## src/rtl/rex_pkg.sv

```systemverilog
package rex_pkg;
    typedef enum logic [2:0] {
        PH_HOLD,
        PH_TEST,
        PH_FEED,
        PH_CAPT,
        PH_DONE
    } phase_e;

    localparam logic [1:0] MODE_LOW    = 2'b00;
    localparam logic [1:0] MODE_NORMAL = 2'b01;
    localparam logic [1:0] MODE_TEST   = 2'b10;

    localparam logic [7:0] OP_NOP2 = 8'hEA;
    localparam logic [7:0] OP_BIT3 = 8'h24;
    localparam logic [7:0] OP_LDAI = 8'hA9;
    localparam logic [7:0] OP_STAZ = 8'h85;
    localparam logic [7:0] OP_JMPA = 8'h4C;
endpackage

```

## src/rtl/rex_fifo.sv

```systemverilog
module rex_fifo #(
    parameter int W     = 8,
    parameter int DEPTH = 4
) (
    input  logic         clk,
    input  logic         rst_n,
    input  logic         push,
    input  logic [W-1:0] din,
    input  logic         pop,
    output logic [W-1:0] dout,
    output logic         empty,
    output logic         full
);
    localparam int AW = (DEPTH > 1) ? $clog2(DEPTH) : 1;

    typedef struct packed {
        logic [AW-1:0] wr;
        logic [AW-1:0] rd;
        logic [AW:0]   cnt;
    } ptr_t;

    ptr_t p_q, p_d;
    logic [W-1:0] mem_q [DEPTH];

    wire do_push = push && !full;
    wire do_pop  = pop && !empty;

    function automatic logic [AW-1:0] wrap_inc(input logic [AW-1:0] v);
        return (v == AW'(DEPTH - 1)) ? '0 : v + 1'b1;
    endfunction

    always_comb begin
        p_d = p_q;
        if (do_push) p_d.wr = wrap_inc(p_q.wr);
        if (do_pop)  p_d.rd = wrap_inc(p_q.rd);
        case ({do_push, do_pop})
            2'b10:   p_d.cnt = p_q.cnt + 1'b1;
            2'b01:   p_d.cnt = p_q.cnt - 1'b1;
            default: p_d.cnt = p_q.cnt;
        endcase
    end

    always_ff @(posedge clk or negedge rst_n) begin
        if (!rst_n) p_q <= '0;
        else        p_q <= p_d;
    end

    always_ff @(posedge clk) begin
        if (do_push) mem_q[p_q.wr] <= din;
    end

    assign dout  = mem_q[p_q.rd];
    assign empty = (p_q.cnt == '0);
    assign full  = (p_q.cnt == (AW+1)'(DEPTH));
endmodule

```

## src/rtl/rex_uart_tx.sv

```systemverilog
module rex_uart_tx #(
    parameter int BAUD_DIV = 868
) (
    input  logic       clk,
    input  logic       rst_n,
    input  logic       valid,
    input  logic [7:0] data,
    output logic       busy,
    output logic       txd
);
    localparam int BW = (BAUD_DIV > 1) ? $clog2(BAUD_DIV) : 1;

    typedef struct packed {
        logic [9:0]    sh;
        logic [3:0]    bits;
        logic [BW-1:0] baud;
    } tx_t;

    tx_t t_q, t_d;

    always_comb begin
        t_d = t_q;
        if (t_q.bits == 4'd0) begin
            if (valid) begin
                t_d.sh   = {1'b1, data, 1'b0};
                t_d.bits = 4'd10;
                t_d.baud = '0;
            end
        end else if (t_q.baud == BW'(BAUD_DIV - 1)) begin
            t_d.baud = '0;
            t_d.sh   = {1'b1, t_q.sh[9:1]};
            t_d.bits = t_q.bits - 1'b1;
        end else begin
            t_d.baud = t_q.baud + 1'b1;
        end
    end

    always_ff @(posedge clk or negedge rst_n) begin
        if (!rst_n) t_q <= '{sh: '1, bits: '0, baud: '0};
        else        t_q <= t_d;
    end

    assign busy = (t_q.bits != 4'd0);
    assign txd  = t_q.sh[0];
endmodule

```

## src/rtl/rom_extract_seq.sv

```systemverilog
module rom_extract_seq #(
    parameter int                    HALF_CYC      = 100,
    parameter int                    BAUD_DIV      = 868,
    parameter int                    NOP_RUN       = 16,
    parameter int                    DUMP_LEN      = 4,
    parameter logic [8*DUMP_LEN-1:0] DUMP_IMAGE    = 32'h60_8D_A5_00,
    parameter int                    CAPTURE_COUNT = 2048,
    parameter int                    FIFO_DEPTH    = 4
) (
    input  logic       clk,
    input  logic       rst_n,
    input  logic       tgt_strobe,
    input  logic [7:0] tgt_data,
    output logic       tgt_clk,
    output logic [1:0] rst_mode,
    output logic [7:0] op_port,
    output logic       uart_tx,
    output logic       done
);
    import rex_pkg::*;

    localparam int STREAM_LEN = NOP_RUN + 2 + 5 * DUMP_LEN + 3;
    localparam int HW = (HALF_CYC > 1) ? $clog2(HALF_CYC) : 1;
    localparam int IW = $clog2(STREAM_LEN);
    localparam int CW = $clog2(CAPTURE_COUNT + 1);

    typedef struct packed {
        phase_e        st;
        logic [HW-1:0] half;
        logic          tclk;
        logic [3:0]    tk;
        logic [IW-1:0] idx;
        logic [CW-1:0] cap;
        logic [2:0]    stb;
    } seq_t;

    seq_t r_q, r_d;
    logic push, ff_empty, ff_full, tx_busy, tx_go;
    logic [7:0] ff_dout;

    function automatic logic [7:0] stream_byte(input logic [IW-1:0] k);
        int unsigned kk, j, q, m;
        kk = 32'(k);
        if (kk < NOP_RUN) return OP_NOP2;
        if (kk == NOP_RUN) return OP_BIT3;
        if (kk == NOP_RUN + 1) return OP_NOP2;
        j = kk - NOP_RUN - 2;
        if (j < 5 * DUMP_LEN) begin
            q = j / 5;
            m = j % 5;
            case (m)
                0:       return OP_LDAI;
                1:       return DUMP_IMAGE[8*q +: 8];
                2:       return OP_STAZ;
                3:       return 8'(q);
                default: return OP_NOP2;
            endcase
        end
        j = j - 5 * DUMP_LEN;
        return (j == 0) ? OP_JMPA : 8'h00;
    endfunction

    always_comb begin
        logic tick, rise;
        r_d   = r_q;
        push  = 1'b0;
        tick  = (r_q.half == HW'(HALF_CYC - 1));
        rise  = r_q.stb[1] & ~r_q.stb[2];
        r_d.half = tick ? '0 : r_q.half + 1'b1;
        r_d.stb  = {r_q.stb[1:0], tgt_strobe};
        case (r_q.st)
            PH_HOLD, PH_TEST: if (tick) begin
                r_d.tclk = ~r_q.tclk;
                if (r_q.tk == 4'd15) begin
                    r_d.tk  = '0;
                    r_d.idx = '0;
                    r_d.st  = (r_q.st == PH_HOLD) ? PH_TEST : PH_FEED;
                end else begin
                    r_d.tk = r_q.tk + 1'b1;
                end
            end
            PH_FEED: if (tick) begin
                r_d.tclk = ~r_q.tclk;
                if (r_q.tk == 4'd3) begin
                    r_d.tk = '0;
                    if (r_q.idx == IW'(STREAM_LEN - 1)) r_d.st  = PH_CAPT;
                    else                                r_d.idx = r_q.idx + 1'b1;
                end else begin
                    r_d.tk = r_q.tk + 1'b1;
                end
            end
            PH_CAPT: begin
                if (tick) r_d.tclk = ~r_q.tclk;
                if (rise) begin
                    push = 1'b1;
                    if (r_q.cap == CW'(CAPTURE_COUNT - 1)) begin
                        r_d.st   = PH_DONE;
                        r_d.tclk = 1'b0;
                    end else begin
                        r_d.cap = r_q.cap + 1'b1;
                    end
                end
            end
            default: r_d.tclk = 1'b0;
        endcase
    end

    always_ff @(posedge clk or negedge rst_n) begin
        if (!rst_n) r_q <= '{st: PH_HOLD, default: '0};
        else        r_q <= r_d;
    end

    always_comb begin
        case (r_q.st)
            PH_TEST, PH_FEED: rst_mode = MODE_TEST;
            PH_CAPT:          rst_mode = MODE_NORMAL;
            default:          rst_mode = MODE_LOW;
        endcase
    end

    assign op_port = (r_q.st == PH_FEED) ? stream_byte(r_q.idx) : OP_NOP2;
    assign tgt_clk = r_q.tclk;
    assign done    = (r_q.st == PH_DONE);
    assign tx_go   = !ff_empty && !tx_busy;

    rex_fifo #(.W(8), .DEPTH(FIFO_DEPTH)) fifo_i (
        .clk(clk), .rst_n(rst_n), .push(push), .din(tgt_data),
        .pop(tx_go), .dout(ff_dout), .empty(ff_empty), .full(ff_full)
    );

    rex_uart_tx #(.BAUD_DIV(BAUD_DIV)) tx_i (
        .clk(clk), .rst_n(rst_n), .valid(tx_go), .data(ff_dout),
        .busy(tx_busy), .txd(uart_tx)
    );
endmodule

```

## config.mk

```make
export PLATFORM = sky130hd
export DESIGN_NAME = rom_extract_seq
export DESIGN_NICKNAME = d
export VERILOG_FILES = /design/src/rtl/rex_pkg.sv /design/src/rtl/rex_fifo.sv /design/src/rtl/rex_uart_tx.sv /design/src/rtl/rom_extract_seq.sv
export SDC_FILE = /design/constraint.sdc
export NUM_CORES = 1
export LEC_CHECK = 0
export BUFFER_PORTS_ARGS = -buffer_cell sky130_fd_sc_hd__buf_2
export CAP_MARGIN = 15
export CORE_MARGIN = 2
export CORE_UTILIZATION = 58
export DETAILED_ROUTE_END_ITERATION = 10
export HOLD_SLACK_MARGIN = 0.06
export PLACE_DENSITY = 0.85
export RECOVER_POWER = 25
export SLEW_MARGIN = 0
export SYNTH_ARGS = -nofsm -noshare
export SYNTH_HDL_FRONTEND = slang
export SYNTH_HIERARCHICAL = 1
export SYNTH_SLANG_ARGS = --single-unit
```

## constraint.sdc

```tcl
create_clock -name clk -period 13.2 [get_ports clk]
set_input_delay 0.66 -clock clk [delete_from_list [all_inputs] [get_ports clk]]
set_output_delay 0.66 -clock clk [all_outputs]
set_load 0.01 [all_outputs]
```

==> flow_metrics.py, run 1 <==
metrics = {
    "status": {
        "status": "finished with violations",
        "failed_checks": "design-rule violations, max-capacitance violations, max-slew violations",
    },
    "timing": {
        "fin_crit_sh_pct": 71.9,
        "finalSetupViolCount": 0,
        "worst_pin_slew_ns": 3.53,
        "fin_crit_ns": 9.49,
        "maxSlewHeadroom_pct": -135,
        "fin_setup_tns_ns": 0,
        "rsz0062_at_grt": "false",
        "fmax_mhz": 105,
        "fin_skew_ns": 0.0101,
        "finalMaxSlewViolations": 67,
        "final-hold-violation-count": 0,
    },
    "detailed_routing": {
        "ant_nets": 0,
        "via_count": 5493,
        "wl_per_cell_um": 18.7,
        "drt_iter0_markers": 440,
        "finalWirelength_um": 16000,
        "drcViolationCount": 2,
        "viasPerCell": 6.45,
        "dr.pass1.iters": 7,
    },
    "cts": {
        "cts.hold.buffers_added": 0,
        "cts_tree": "done",
        "worstSkewPairLatency_ns": 0.35,
        "clk_pin_slew_ns": 0.08,
        "cts_setup_buffers": 0,
        "clock_sinks": 98,
        "h-tree-depth": 3,
        "root_buffer": "clkbuf_16",
        "numCtsBuffers": 9,
        "clockBufferDepth": 2,
        "post_cts_resized": 0,
    },
    "floorplan": {
        "core_um2": 11500,
        "die_w_um": 113,
        "rows": 39,
        "start_util_pct": 59.9,
        "fp.dieH_um": 113,
        "boundaryPins": 24,
        "die-area_um2": 12800,
    },
    "worst_setup_path": {
        "worstSetupEndpointType": "output pin",
        "path_common_cell": "inv_1",
        "crit_path_max_fanout": 17,
        "slowest_stage": "dfrtp_1",
        "worstPathRequired_ns": 12.54,
        "path_class": "register to output pin",
        "worst_path_largest_cell_delay_ns": 0.74,
        "crit_path_start_kind": "register",
        "cp.arrival_ns": 8.83,
    },
    "placed_design": {
        "port-buffer-count": 23,
        "dp_hpwl_um": 10800,
        "routabilityCongestion": 0.883,
        "place_inst": 836,
    },
    "synthesis": {
        "synth_fp_nets": 746,
        "yosysWarnings": 6,
        "syn_area_per_cell_um2": 9.80,
        "synth_async_sr_flop_share_pct": 67.3,
        "synth_common_cells": "nand2_1, nor2_1, dfrtp_1",
        "netlist_area_um2": 6890,
        "dominantRegCellSynth": "dfrtp_1",
        "synth_cell_type_count": 101,
        "synth_most_common_cell": "nand2_1",
        "synth_top_area_share_pct": 20.7,
        "synth_edf_count": 32,
        "synth_area_leader_cell": "dfrtp_1",
        "syn_inst": 703,
        "ys_seq_area_share_pct": 38.1,
        "synth-seq-cells": 98,
        "synth_area_leaders": "dfrtp_1, edfxtp_1, ha_1",
    },
    "global_routing": {
        "grt_max_degree": 67,
        "grt_pass1_wl_um": 26500,
        "first_global_vias": 5324,
        "track_usage_pct": 25.8,
        "grt_overflow_total": 0,
        "antenna_found_initial": 0,
    },
    "power": {
        "p_per_area_nw_per_um2": 79.2,
        "ir_drop_mv": 0.0976,
        "power.leakage_nw": 2.94,
    },
    "run": {
        "maxCapViolCount": 1,
    },
    "finish": {
        "layout-drive-gt1-share_pct": 16.6,
        "instances_no_fill": 852,
        "final_nets": 747,
        "area_growth_pct": 5.45,
        "antenna_cells": 0,
    },
    "min_path": {
        "min_path_type": "register to register",
    },
}
[power breakdown]
part / internal, mW / leakage [nW] / switching, mW
Sequential: 0.314 / 1.16 / 0.000164
Clock: 0.133 / 0.139 / 0.122
Combinational: 0.000812 / 1.65 / 0.00516
[area by class of cell]
cell class	count	area, um2
multi-input combinational	542	3950
tap	143	179
fill	878	4250
timing repair buffer	24	109
clock buffer	9	225
sequential	98	2620
inverter	29	109
clock inverter	7	71.3
[final timing paths]
check                             start             to  slack [ns]  cells after the start
max                             r_q[19]     op_port[3]        3.71                     31
min                              r_d[1]         r_d[2]        0.36                      0
max reg2reg                tx_i/t_q[10]  fifo_i/p_q[2]        9.58                     13
min reg2reg                      r_d[1]         r_d[2]        0.36                      0
max in group asynchronous         rst_n        r_q[21]        9.59                      2
min in group asynchronous         rst_n   tx_i/t_q[10]        1.63                      2
[placed cells by master (no fill, tap or decap), drive strengths merged, types with 15 or more instances in the layout]
| cell type | netlist | routed |
|---|---|---|
| o21ai | 32 | 32 |
| nor2 | 62 | 62 |
| a21oi | 24 | 24 |
| buf | 19 | 15 |
| edfxtp | 32 | 32 |
| dfrtp | 57 | 57 |
| mux2 | 19 | 19 |
| nor3 | 17 | 17 |
| xnor2 | 26 | 26 |
| nand3 | 25 | 25 |
| inv | 29 | 32 |
| nand2 | 85 | 85 |
| ha | 31 | 31 |
| clkbuf | 15 | 18 |
[logic make-up after synthesis]
group,after synthesis,share of synthesized area [%]
compound gates,152,16.8
xor+xnor,36,4.79
fa+ha+maj,33,6.06
mux,34,7.30
simple gates,287,22.3
buf+inv,63,4.61
flops,98,38.1
[layer usage]
metal  vias to the layer above  part of all wire (%)  GRT usage [%]
li1                       2570                     -              -
met1                      2713                    42           32.8
met2                       177                    51           45.3
met3                        33                   3.8           2.62
met4                         0                   2.8           10.5
met5                         -                     0              0
[stage by stage]
| stage | hold WS (ns) | util, % | power (mW) | area (um2) | setup WS, ns |
|---|---|---|---|---|---|
| 2_1_floorplan | 0.331 | - | 0.321 | 6890 | 5.85 |
| 3_3_place_gp | 0.335 | 60.7 | 0.327 | 6990 | 4.64 |
| 3_5_place_dp | 0.348 | 60.7 | 0.327 | 6990 | 4.26 |
| 4_1_cts | 0.366 | 63.2 | 0.579 | 7280 | 3.85 |
| 5_1_grt | 0.387 | 63.1 | 0.590 | 7270 | 2.91 |
| 6_report | 0.364 | 63.1 | 0.575 | 7270 | 3.71 |
[state kept, by name, indices dropped and copies added (netlist names)]
register / count
tx_i/t_q: 22
fifo_i/mem_q: 32
tgt_clk: 1
fifo_i/p_q: 7
tx_i/txd: 1
r_q: 33
r_d: 2
[worst max-delay path, delay by kind of cell (launching register included)]
kind | cells | cell delay (ns)
AO/OA/AOI/OAI | 10 | 2.35
buffers and inverters | 6 | 0.96
AND/OR/NAND/NOR | 10 | 2.88
adder cells (fa/ha/maj) | 3 | 0.99
flip-flops | 1 | 0.74
XOR/XNOR | 2 | 0.56
No activity file was read; power rests on OpenSTA's default activity.
==> inputs of run 2 (changes only) <==
- ABC_AREA: default -> 1
- clock period: 13.2 -> 9 ns (I/O delays scaled with it)
==> run 2 against run 1 <==
  * The flow finishes with violations (max-capacitance violations, max-slew violations)
  * Combinational power up 46%
  * Wire length fell by 9.4%
  * Flip-flop and latch count stayed put
  * First-iteration DRC count shrank 6.4%
  * Clock skew is 0.0017 ns lower
  * Synthesized cell count rose by 37%
  * Largest power group unchanged
  * Via count up 12%
  * Highest routed layer unchanged
  * Global-route usage shrank 3.3 points
  * Cell area rose by 7.7%
  * Die area increased by 6.0%
  * Register-to-register slack got worse by 3.4 ns
==> flow_metrics.py, run 2 <==
metrics = {
    "timing": {
        "rsz0062_at_grt": "false",
        "final-hold-violation-count": 0,
        "worst_slack_ns": 1.31,
        "fin_crit_sh_pct": 85.4,
        "worst_pin_slew_ns": 3.49,
        "fin_skew_ns": 0.00843,
        "finalMaxSlewViolations": 67,
        "hold_ws_ns": 0.215,
        "fmax_mhz": 130,
        "finalSetupViolCount": 0,
        "fin_crit_ns": 7.69,
        "fin_setup_tns_ns": 0,
        "maxSlewHeadroom_pct": -133,
    },
    "finish": {
        "layout_common_cells": "nand2_1, inv_1, nand3_1, nor2_1, dfrtp_1",
        "postLayoutCoreUtil_pct": 62.8,
        "largest_reg_flops": 33,
        "final_nets": 1026,
        "instances_no_fill": 1160,
        "antenna_cells": 0,
        "regMostFlops": "r_q",
        "fillerInstances": 1043,
        "final_area_um2": 7830,
        "final_common_cell": "nand2_1",
        "top_regs": "r_q (33), fifo_i/mem_q (32), tx_i/t_q (22)",
        "layout-drive-gt1-share_pct": 16.4,
        "area_growth_pct": 6.89,
    },
    "floorplan": {
        "fp.dieH_um": 116,
        "core_um2": 12500,
        "start_util_pct": 58.7,
        "die-area_um2": 13500,
        "boundaryPins": 24,
        "rows": 41,
        "die_w_um": 116,
    },
    "placed_design": {
        "dpl-instance-area_um2": 7520,
        "place_inst": 1144,
        "port-buffer-count": 23,
        "dp_hpwl_um": 10400,
        "routabilityCongestion": 0.862,
        "place_worst_setup_slack_ns": 1.71,
    },
    "detailed_routing": {
        "finalWirelength_um": 14500,
        "drt_iter0_markers": 412,
        "ant_nets": 0,
        "via_count": 6138,
        "drcViolationCount": 0,
        "wl_per_cell_um": 12.5,
        "viasPerCell": 5.29,
        "dr.pass1.iters": 5,
    },
    "run": {
        "maxCapViolCount": 1,
    },
    "global_routing": {
        "track_usage_pct": 22.5,
        "grt_overflow_total": 0,
        "antenna_found_initial": 0,
        "first_global_vias": 5630,
        "grt_max_degree": 67,
        "grt_pass1_wl_um": 24700,
    },
    "power": {
        "pwr-share-clk_pct": 46.2,
        "ir_drop_mv": 0.143,
        "p_total_uw": 875,
        "power.internal_uw": 707,
        "p_sw_share_pct": 19.2,
        "power.leakage_nw": 3.69,
        "power_switching_uw": 168,
        "pwr-share-comb_pct": 1.0,
        "seqPwrFrac_pct": 52.8,
        "p_per_area_nw_per_um2": 112,
    },
    "cts": {
        "cts_setup_buffers": 0,
        "root_buffer": "clkbuf_16",
        "cts_tree": "done",
        "clockBufferDepth": 2,
        "post_cts_resized": 0,
        "numCtsBuffers": 9,
        "h-tree-depth": 3,
        "worstSkewPairLatency_ns": 0.35,
        "clk_pin_slew_ns": 0.06,
        "clock_sinks": 98,
        "cts.hold.buffers_added": 0,
    },
    "worst_setup_path": {
        "crit_path_start_kind": "register",
        "worst_path_largest_cell_delay_ns": 0.54,
        "worstSetupEndpointType": "output pin",
        "path_common_cell": "nand2_1",
        "cp.arrival_ns": 7.24,
        "crit_path_max_fanout": 19,
        "path_class": "register to output pin",
        "crit_family": "simple AND/OR/NAND/NOR gates",
        "path_buf_inv": 8,
        "worstPathRequired_ns": 8.55,
        "slowest_stage": "dfrtp_1",
    },
    "synthesis": {
        "netlist_area_um2": 7320,
        "yosysWarnings": 6,
        "syn_area_per_cell_um2": 7.61,
        "synth_fp_nets": 1005,
        "syn_inst": 962,
    },
    "status": {
        "status": "finished with violations",
        "failed_checks": "max-capacitance violations, max-slew violations",
    },
    "min_path": {
        "min_path_type": "input port to register",
    },
}
run 2: layer usage:
layer	GRT usage, %	up-vias	wire length, um	share of wire [%]
met1	30.1	2819	6840	47
met2	38.3	143	6960	48
met4	7.78	0	182	1.3
li1	-	3158	-	-
met5	0	-	0	0
met3	2.28	18	489	3.4
run 2: power groups by stage:
stage	Clock, mW	Combinational, mW	Sequential [mW]
detailed placement	0	0.00993	0.470
global route	0.427	0.0106	0.461
finish	0.404	0.00871	0.462
global placement	0	0.00971	0.470
CTS	0.410	0.00991	0.461
floorplan	0	0.000329	0.470
run 2: area by class of cell:
type | instances | area [um2] | area share, %
clock buffers | 10 | 229 | 2.93
clock inverters | 6 | 90.1 | 1.15
inverters | 137 | 522 | 6.67
multi-input cells | 712 | 4030 | 51.5
flip-flops and latches | 98 | 2620 | 33.5
well taps | 172 | 215 | 2.75
repair buffers | 25 | 116 | 1.49
run 2: worst paths after layout:
path | startpoint | to | slack [ns] | depth (start not counted)
max | r_q[16] | op_port[2] | 1.31 | 55
min | tgt_strobe | r_d[1] | 0.22 | 1
max reg2reg | r_q[26] | r_q[19] | 6.20 | 12
min reg2reg | r_d[1] | r_d[2] | 0.37 | 0
max in group asynchronous | rst_n | r_q[2] | 5.65 | 2
min in group asynchronous | rst_n | tx_i/t_q[13] | 1.38 | 2
run 2: worst register-to-register path, stage by stage, from the launching register on:
cell and delay (ns):
dfrtp_1 0.37, ha_1 0.19, nand2_1 0.06, nor4_1 0.29
inv_1 0.11, nor2_1 0.32, inv_1 0.15, nor2_1 0.35
o21ai_0 0.25, nor3_1 0.36, nand2_1 0.09, nor2_1 0.10
nor3_1 0.06
